File: src/rtl/nmi_trig_pkg.sv
package nmi_trig_pkg;

   localparam int unsigned REG_W = 32;

   // Code order is decoded by the detector: bit 1 is the active level,
   // bit 0 selects edge detection.
   typedef enum logic [1:0] {
      TRIG_LVL_LO    = 2'd0,
      TRIG_EDGE_FALL = 2'd1,
      TRIG_LVL_HI    = 2'd2,
      TRIG_EDGE_RISE = 2'd3
   } trig_mode_e;

   function automatic logic mode_is_edge(trig_mode_e m);
      return m[0];
   endfunction

   function automatic logic mode_active_lvl(trig_mode_e m);
      return m[1];
   endfunction

endpackage

File: src/rtl/nmi_sync.sv
module nmi_sync #(
   parameter int unsigned STAGES  = 2,
   parameter logic        RST_VAL = 1'b1
) (
   input  logic clk,
   input  logic rst_n,
   input  logic d_async,
   output logic q_sync
);

   logic [STAGES-1:0] chain_q;

   for (genvar i = 0; i < STAGES; i++) begin : g_stage
      if (i == 0) begin : g_first
         always_ff @(posedge clk or negedge rst_n) begin
            if (!rst_n) chain_q[i] <= RST_VAL;
            else        chain_q[i] <= d_async;
         end
      end else begin : g_next
         always_ff @(posedge clk or negedge rst_n) begin
            if (!rst_n) chain_q[i] <= RST_VAL;
            else        chain_q[i] <= chain_q[i-1];
         end
      end
   end

   assign q_sync = chain_q[STAGES-1];

endmodule

File: src/rtl/nmi_detect.sv
module nmi_detect
   import nmi_trig_pkg::*;
#(
   parameter logic RST_LVL = 1'b1
) (
   input  logic       clk,
   input  logic       rst_n,
   input  logic       lvl,
   input  trig_mode_e mode,
   output logic       evt
);

   logic       prev_q;
   trig_mode_e seen_q;
   logic       mode_settled;
   logic       at_active;
   logic       edge_hit;

   assign mode_settled = (mode == seen_q);
   assign at_active    = (lvl == mode_active_lvl(mode));
   assign edge_hit     = mode_settled && at_active && (prev_q != lvl);
   assign evt          = mode_is_edge(mode) ? edge_hit : at_active;

   // Edge history is reloaded from the current sample each cycle; a mode
   // change additionally blanks edge detection for one cycle.
   always_ff @(posedge clk or negedge rst_n) begin
      if (!rst_n) begin
         prev_q <= RST_LVL;
         seen_q <= TRIG_LVL_LO;
      end else begin
         prev_q <= lvl;
         seen_q <= mode;
      end
   end

endmodule

File: src/rtl/nmi_regs.sv
module nmi_regs
   import nmi_trig_pkg::*;
#(
   parameter int unsigned ADDR_W    = 8,
   parameter int unsigned CTRL_OFF  = 0,
   parameter int unsigned PEND_OFF  = 4,
   parameter int unsigned EN_OFF    = 8
) (
   input  logic              clk,
   input  logic              rst_n,
   input  logic              bus_sel,
   input  logic              bus_wr,
   input  logic [ADDR_W-1:0] bus_addr,
   input  logic [REG_W-1:0]  bus_wdata,
   output logic [REG_W-1:0]  bus_rdata,
   input  logic              evt,
   output trig_mode_e        mode,
   output logic              pend,
   output logic              en,
   output logic              irq
);

   localparam logic [ADDR_W-1:0] CTRL_A = ADDR_W'(CTRL_OFF);
   localparam logic [ADDR_W-1:0] PEND_A = ADDR_W'(PEND_OFF);
   localparam logic [ADDR_W-1:0] EN_A   = ADDR_W'(EN_OFF);

   trig_mode_e mode_q;
   logic       pend_q;
   logic       en_q;
   logic       hit_ctrl, hit_pend, hit_en;
   logic       wr_ctrl, wr_en, ack;

   assign hit_ctrl = (bus_addr == CTRL_A);
   assign hit_pend = (bus_addr == PEND_A);
   assign hit_en   = (bus_addr == EN_A);

   assign wr_ctrl = bus_sel && bus_wr && hit_ctrl;
   assign wr_en   = bus_sel && bus_wr && hit_en;
   assign ack     = bus_sel && bus_wr && hit_pend && bus_wdata[0];

   always_ff @(posedge clk or negedge rst_n) begin
      if (!rst_n) begin
         mode_q <= TRIG_LVL_LO;
         en_q   <= 1'b0;
         pend_q <= 1'b0;
      end else begin
         if (wr_ctrl) mode_q <= trig_mode_e'(bus_wdata[1:0]);
         if (wr_en)   en_q   <= bus_wdata[0];
         // a fresh event outranks a same-cycle acknowledge
         pend_q <= evt | (pend_q & ~ack);
      end
   end

   always_comb begin
      bus_rdata = '0;
      if (hit_ctrl)      bus_rdata[1:0] = mode_q;
      else if (hit_pend) bus_rdata[0]   = pend_q;
      else if (hit_en)   bus_rdata[0]   = en_q;
   end

   assign mode = mode_q;
   assign pend = pend_q;
   assign en   = en_q;
   assign irq  = pend_q & en_q;

endmodule

File: src/rtl/nmi_trigger_ctrl.sv
module nmi_trigger_ctrl
   import nmi_trig_pkg::*;
#(
   parameter int unsigned ADDR_W      = 8,
   parameter int unsigned EN_OFFSET   = 8,
   parameter int unsigned SYNC_STAGES = 2
) (
   input  logic              clk,
   input  logic              rst_n,
   input  logic              nmi_in,
   input  logic              bus_sel,
   input  logic              bus_wr,
   input  logic [ADDR_W-1:0] bus_addr,
   input  logic [31:0]       bus_wdata,
   output logic [31:0]       bus_rdata,
   output logic              irq_out
);

   localparam int unsigned CTRL_OFFSET = 0;
   localparam int unsigned PEND_OFFSET = 4;
   // inactive level of the reset mode, so reset raises no event
   localparam logic        IDLE_LVL    = 1'b1;

   if (SYNC_STAGES < 2) begin : g_bad_sync
      $error("SYNC_STAGES must be at least 2");
   end
   if (ADDR_W < 3 || ADDR_W > 16) begin : g_bad_aw
      $error("ADDR_W out of range");
   end
   if ((EN_OFFSET % 4) != 0 || EN_OFFSET == CTRL_OFFSET || EN_OFFSET == PEND_OFFSET ||
       EN_OFFSET >= (1 << ADDR_W)) begin : g_bad_off
      $error("EN_OFFSET must be word aligned, distinct and inside the address space");
   end

   logic       lvl_sync;
   logic       evt_w;
   logic       pend_w;
   logic       en_w;
   trig_mode_e mode_w;

   nmi_sync #(
      .STAGES  (SYNC_STAGES),
      .RST_VAL (IDLE_LVL)
   ) u_sync (
      .clk     (clk),
      .rst_n   (rst_n),
      .d_async (nmi_in),
      .q_sync  (lvl_sync)
   );

   nmi_detect #(
      .RST_LVL (IDLE_LVL)
   ) u_detect (
      .clk   (clk),
      .rst_n (rst_n),
      .lvl   (lvl_sync),
      .mode  (mode_w),
      .evt   (evt_w)
   );

   nmi_regs #(
      .ADDR_W   (ADDR_W),
      .CTRL_OFF (CTRL_OFFSET),
      .PEND_OFF (PEND_OFFSET),
      .EN_OFF   (EN_OFFSET)
   ) u_regs (
      .clk       (clk),
      .rst_n     (rst_n),
      .bus_sel   (bus_sel),
      .bus_wr    (bus_wr),
      .bus_addr  (bus_addr),
      .bus_wdata (bus_wdata),
      .bus_rdata (bus_rdata),
      .evt       (evt_w),
      .mode      (mode_w),
      .pend      (pend_w),
      .en        (en_w),
      .irq       (irq_out)
   );

endmodule

File: config.mk
export PLATFORM = sky130hd
export DESIGN_NAME = nmi_trigger_ctrl
export DESIGN_NICKNAME = d
export VERILOG_FILES = /design/src/rtl/nmi_trig_pkg.sv /design/src/rtl/nmi_sync.sv /design/src/rtl/nmi_detect.sv /design/src/rtl/nmi_regs.sv /design/src/rtl/nmi_trigger_ctrl.sv
export SDC_FILE = /design/constraint.sdc
export NUM_CORES = 1
export LEC_CHECK = 0
export BUFFER_PORTS_ARGS = -buffer_cell sky130_fd_sc_hd__buf_2
export CAP_MARGIN = 25
export CORE_MARGIN = 4
export CORE_UTILIZATION = 34
export DETAILED_ROUTE_END_ITERATION = 6
export PLACE_DENSITY = 0.84
export SKIP_LAST_GASP = 1
export SYNTH_ARGS = -nofsm -noshare
export SYNTH_HDL_FRONTEND = slang
export SYNTH_SLANG_ARGS = --single-unit
File: constraint.sdc
create_clock -name clk -period 4.2 [get_ports clk]
set_clock_uncertainty 0.1 [all_clocks]
set_input_delay 0.84 -clock clk [delete_from_list [all_inputs] [get_ports clk]]
set_output_delay 0.84 -clock clk [all_outputs]
set_load 0.05 [all_outputs]
# After elaboration in Yosys (flattened, before gate mapping)
# Index checks and enable logic that the tools add are counted.
# totals
out_inout_bits	33
word_cells	29
inputBits	45
ff_bits	9
# op_classes
n_eq_ne	5
n_mux	5
reduce_logical	8
bitwise_logic	4
# ops
cell	n
$eq A8 B3 Y1 const B	1
$eq A8 B4 Y1 const B	1
$logic_not A8 Y1	1
$logic_and A1 B1 Y1	7
$mux W1	5
$and A1 B1 Y1	2
$eq A2 B2 Y1	1
$eq A1 B1 Y1	1
$ne A1 B1 Y1	1
$not A1 Y1	1
$or A1 B1 Y1	1

# Logic depth before layout (Yosys ltp)
# logic_depth
word_depth	6
depth_mapped	3
mapped_depth_nobuf	3

# Cells and area by module
# A second synthesis with hierarchy kept.
# hier_totals
hier_cells	66
area_unflattened_um2	655.6
# by_module_without_submodules
mod	cells_per_inst	seq_area_each_um2	area_per_inst_um2	n_inst
nmi_regs	56	100.1	486.7	1
nmi_detect	8	76.3	116.4	1
nmi_sync	2	52.6	52.6	1

# Worst setup path after synthesis
# Ideal clock, no wire load.
# synth_path
kind	in2out
start	in bus_addr[5]
end	out bus_rdata[1]
setup_slack_ns	0.767
cell_stages	2
t_arrival_ns	2.493
n_path_buf	0
required_ns	3.260
path_cell_list	or4_4 nor3_1
# synth_between
elab_chain_len	2
# synth_lines
element	line	source
start: declaration	nmi_trigger_ctrl.sv:13	input logic [ADDR_W-1:0] bus_addr,
$logic_not A8 Y1	nmi_regs.sv:33	assign hit_ctrl = (bus_addr == CTRL_A);
$mux W1	nmi_regs.sv:56	if (hit_ctrl) bus_rdata[1:0] = mode_q;
end: declaration	nmi_trigger_ctrl.sv:15	output logic [31:0] bus_rdata,
# Every way passes these cells.

# Final worst setup path
# layout_path
start	in bus_addr[5]
end	out bus_rdata[0]
# layout_between
elab_chain_len	4
word_cells_on_any_way	6
cone_classes	eq/ne: 2; mux: 3; reduce/logical: 1
# layout_lines
element	line	source
$eq A8 B4 Y1	nmi_regs.sv:35	assign hit_en = (bus_addr == EN_A);
$mux W1	nmi_regs.sv:58	else if (hit_en) bus_rdata[0] = en_q;
$mux W1	nmi_regs.sv:57	else if (hit_pend) bus_rdata[0] = pend_q;
$mux W1 (*)	nmi_regs.sv:56	
# Every way passes the cells marked *; elsewhere a longest branch is shown, timed or not.

==> PnR_summary.wiki <==
{| class="wikitable"
! Metric !! Value
|-
| Final design utilization || 37.99%
|-
| Die Width || 51.28 um
|-
| Worst slack at placement || 1.163 ns
|-
| Leakage || 0.0003486 uW
|-
| CTS Hold Bufs || 0
|-
| Leading cell types by count after synthesis || 30 x sky130_fd_sc_hd__buf_4, 6 x sky130_fd_sc_hd__dfrtp_1, 4 x sky130_fd_sc_hd__nor3_1
|-
| CTS resizes || 0
|-
| Clock Path Buffers || 2
|-
| Leading post-synthesis cells by cell area || sky130_fd_sc_hd__buf_4 35%, sky130_fd_sc_hd__dfrtp_1 24%, sky130_fd_sc_hd__dfstp_2 12%
|-
| Clock edge transition at the registers on the reported setup and hold paths || around 0.050 ns
|-
| Sink Count || 9
|-
| Aggregate routed wire length || 1002 um
|-
| Switching Share || between 40% and 50%
|-
| Largest net degree at the start of global routing || 10
|-
| Total net switching power || 94.52 uW
|-
| Max cap viols || 0
|-
| Yosys top cell by area || sky130_fd_sc_hd__buf_4
|-
| DR pass1 iterations || 4
|-
| Number of library cell types mapped by synthesis || 21
|-
| Number of DRC violations after detailed routing || 0
|-
| Maximum vdd ir drop || 193.5 uV
|-
| Area growth syn-to-layout || 4.126%
|-
| YS warnings || 0
|-
| Status || completed
|-
| Top-Level Pins || 78
|-
| I/O Buffers || 17
|-
| Remaining antenna violation count || 0
|-
| Max Fanout on Critical Path || 5
|-
| Cell area after technology mapping || about 640 um2
|-
| Arrival time of data at the critical path endpoint || 2.08 ns
|-
| Share of synthesized registers carrying an async set or reset || 100.0%
|-
| Crit start category || input pin
|-
| Wire length of the first global-routing pass || 1435 um
|-
| Final-report hold violation count || 0
|-
| Clock power share || 27.3%
|-
| Share of Yosys cell area claimed by the top area cell type || 35.36%
|-
| Shortest period the worst path allows || 3.023 ns
|-
| Clk_lat worst skew || ~0.25 ns
|-
| Worst setup margin || between 1 and 1.5 ns
|-
| Cell Pwr Density || 345.5 mW/mm2
|-
| Cts bufs inserted || 3
|-
| Chip height || 51.28 um
|-
| Inserted Diodes || 0
|-
| Number of standard cells in the layout, taps in and fillers out || 110
|-
| CTS H-tree depth || 1
|-
| Row count || 15
|-
| Setup repair after global routing missed its margin || false
|-
| Number of setup buffers added after CTS || 0
|-
| Nets@finish || 131
|-
| Via count of the first global-routing pass || 331
|-
| CTS tree || done
|-
| Total negative slack for setup checks || 0 ns
|-
| Fraction of power consumed by combinational cells || 32.3%
|-
| Gp weighted congestion || 0.8318
|-
| Post-layout total power || 229.1 uW
|-
| Overflow left after global routing || 0
|-
| Count of flip-flops with a built-in enable after synthesis || 0
|-
| Internal power of the cells || ~130 uW
|-
| Final setup fails || 0
|-
| Final worst-path cycle share || 71.98%
|-
| Estimated wirelength of the detail-placed design || 889 um
|-
| Starting density of the core || 36.49%
|-
| Number of instances in the synthesized netlist || between 60 and 70
|-
| DRT iter0 DRCs || 5
|-
| Top-count cell post-synth || sky130_fd_sc_hd__buf_4
|-
| Path type of the worst setup path || input pin to output pin
|-
| Clock root buffer || sky130_fd_sc_hd__clkbuf_4
|-
| Total global-route track usage || ~7.5%
|-
| Top_reg_cell synth || sky130_fd_sc_hd__dfrtp_1
|-
| Area enclosed by the die boundary || 0.002630 mm2
|-
| Area inside the core boundary || 0.001745 mm2
|-
| Routed via count || 430
|-
| Flip-flop and latch count after synthesis || 9
|-
| Max Freq || roughly 0.33 GHz
|-
| Nature of the critical path endpoint || output pin
|-
| Sequential power share || between 40% and 50%
|-
| Avg Vias per Cell || 3.909
|-
| Count of placed standard cells including taps || 106
|-
| Average wire length per cell after detail routing || 9.109 um
|-
| Number of antenna violations at the first check in global routing || 0
|-
| Fraction of final layout cells sized beyond drive strength 1 || a little over a third
|-
| Required time of the worst setup path || 3.26 ns
|-
| Max-slew violation count || 0
|-
| Sequential element share of the synthesized area || 35.95%
|-
| Mean instance size in the synthesized netlist || 9.798 um2
|-
| Type of the most critical hold path || flop to flop
|}
## layer usage
metal	GRT usage (%)	part of all wire (%)
met4	6.550	0
met3	1.749	13
met2	11.16	51
met5	0	0
met1	8.829	36
## power by group through the flow
stage | combinational [uW] | clock, uW | sequential (uW)
after CTS | 73.4 | 67.7 | 92.5
after detailed placement | 73.4 | 0 | 94.0
after global routing | 77.7 | 73.1 | 92.8
after global placement | 72.7 | 0 | 93.7
after floorplan | 85.4 | 0 | 93.4
final | 74.0 | 62.6 | 92.5
## worst paths after layout
kind,start,to,slack (ns),cells past startpoint
worst max-delay path,bus_addr[5],bus_rdata[0],1.18,5
worst min-delay path,u_sync.chain_q[0],u_sync.q_sync,0.26,0
worst max register to register,u_detect.prev_q,u_regs.pend,3.02,2
worst min register to register,u_sync.chain_q[0],u_sync.q_sync,0.26,0
max in group asynchronous,rst_n,u_sync.chain_q[0],3.44,1
min in group asynchronous,rst_n,u_regs.mode[1],0.32,1
## layout make-up
cell class / instances / area (um2)
Timing Repair Buffer: 17 / 85.08
Tap cell: 25 / 31.28
Inverter: 2 / 7.507
Fill cell: 178 / 1082
Multi-Input combinational cell: 53 / 284.0
Clock buffer: 4 / 26.28
Sequential cell: 9 / 229.0
## flip-flops by register name (all words and copies together), names as in the netlist
name,cells
u_sync.q_sync,1
u_detect.seen_q,2
u_regs.en,1
u_regs.pend,1
u_detect.prev_q,1
u_sync.chain_q,1
u_regs.mode,2
## per-stage QoR
stage                     hold slack (ns)  area [um2]
after detailed placement           0.2488       636.9
after floorplan                    0.2452       745.7
final                              0.2564       663.1
after global placement             0.2464       636.9
after CTS                          0.2570       663.1
after global routing               0.2632       663.1
## logic make-up after synthesis
logic type / synth area share, %
simple gates: 13.75
compound gates: 7.857
flops: 35.95
buf+inv: 36.54
other cells: 0.5888
mux: 5.304
## placed cells by master, fill, tap and decap left out
cell type	netlist	final
sky130_fd_sc_hd__a211oi_1	1	1
sky130_fd_sc_hd__a21oi_1	1	1
sky130_fd_sc_hd__a311o_1	1	1
sky130_fd_sc_hd__and2_1	1	1
sky130_fd_sc_hd__buf_2	0	17
sky130_fd_sc_hd__clkbuf_1	0	1
sky130_fd_sc_hd__clkbuf_4	0	3
sky130_fd_sc_hd__conb_1	1	30
sky130_fd_sc_hd__dfrtp_1	6	6
sky130_fd_sc_hd__dfstp_2	3	3
sky130_fd_sc_hd__inv_1	2	2
sky130_fd_sc_hd__mux2_2	3	3
sky130_fd_sc_hd__nand2_1	3	3
sky130_fd_sc_hd__nand3b_1	1	1
sky130_fd_sc_hd__nor2b_1	1	1
sky130_fd_sc_hd__nor3_1	4	4
sky130_fd_sc_hd__o21ai_0	1	1
sky130_fd_sc_hd__o221a_2	1	1
sky130_fd_sc_hd__o41a_1	1	1
sky130_fd_sc_hd__or3_2	1	1
sky130_fd_sc_hd__or4_1	1	1
sky130_fd_sc_hd__or4_4	1	1
sky130_fd_sc_hd__or4b_2	1	1
## worst max-delay path, cell delays in order
cell and delay [ns]:
sky130_fd_sc_hd__buf_2 0.09, sky130_fd_sc_hd__or4_4 0.55, sky130_fd_sc_hd__nor3_1 0.15, sky130_fd_sc_hd__o221a_2 0.19, sky130_fd_sc_hd__buf_2 0.25
(Power assumes the default switching activity.)
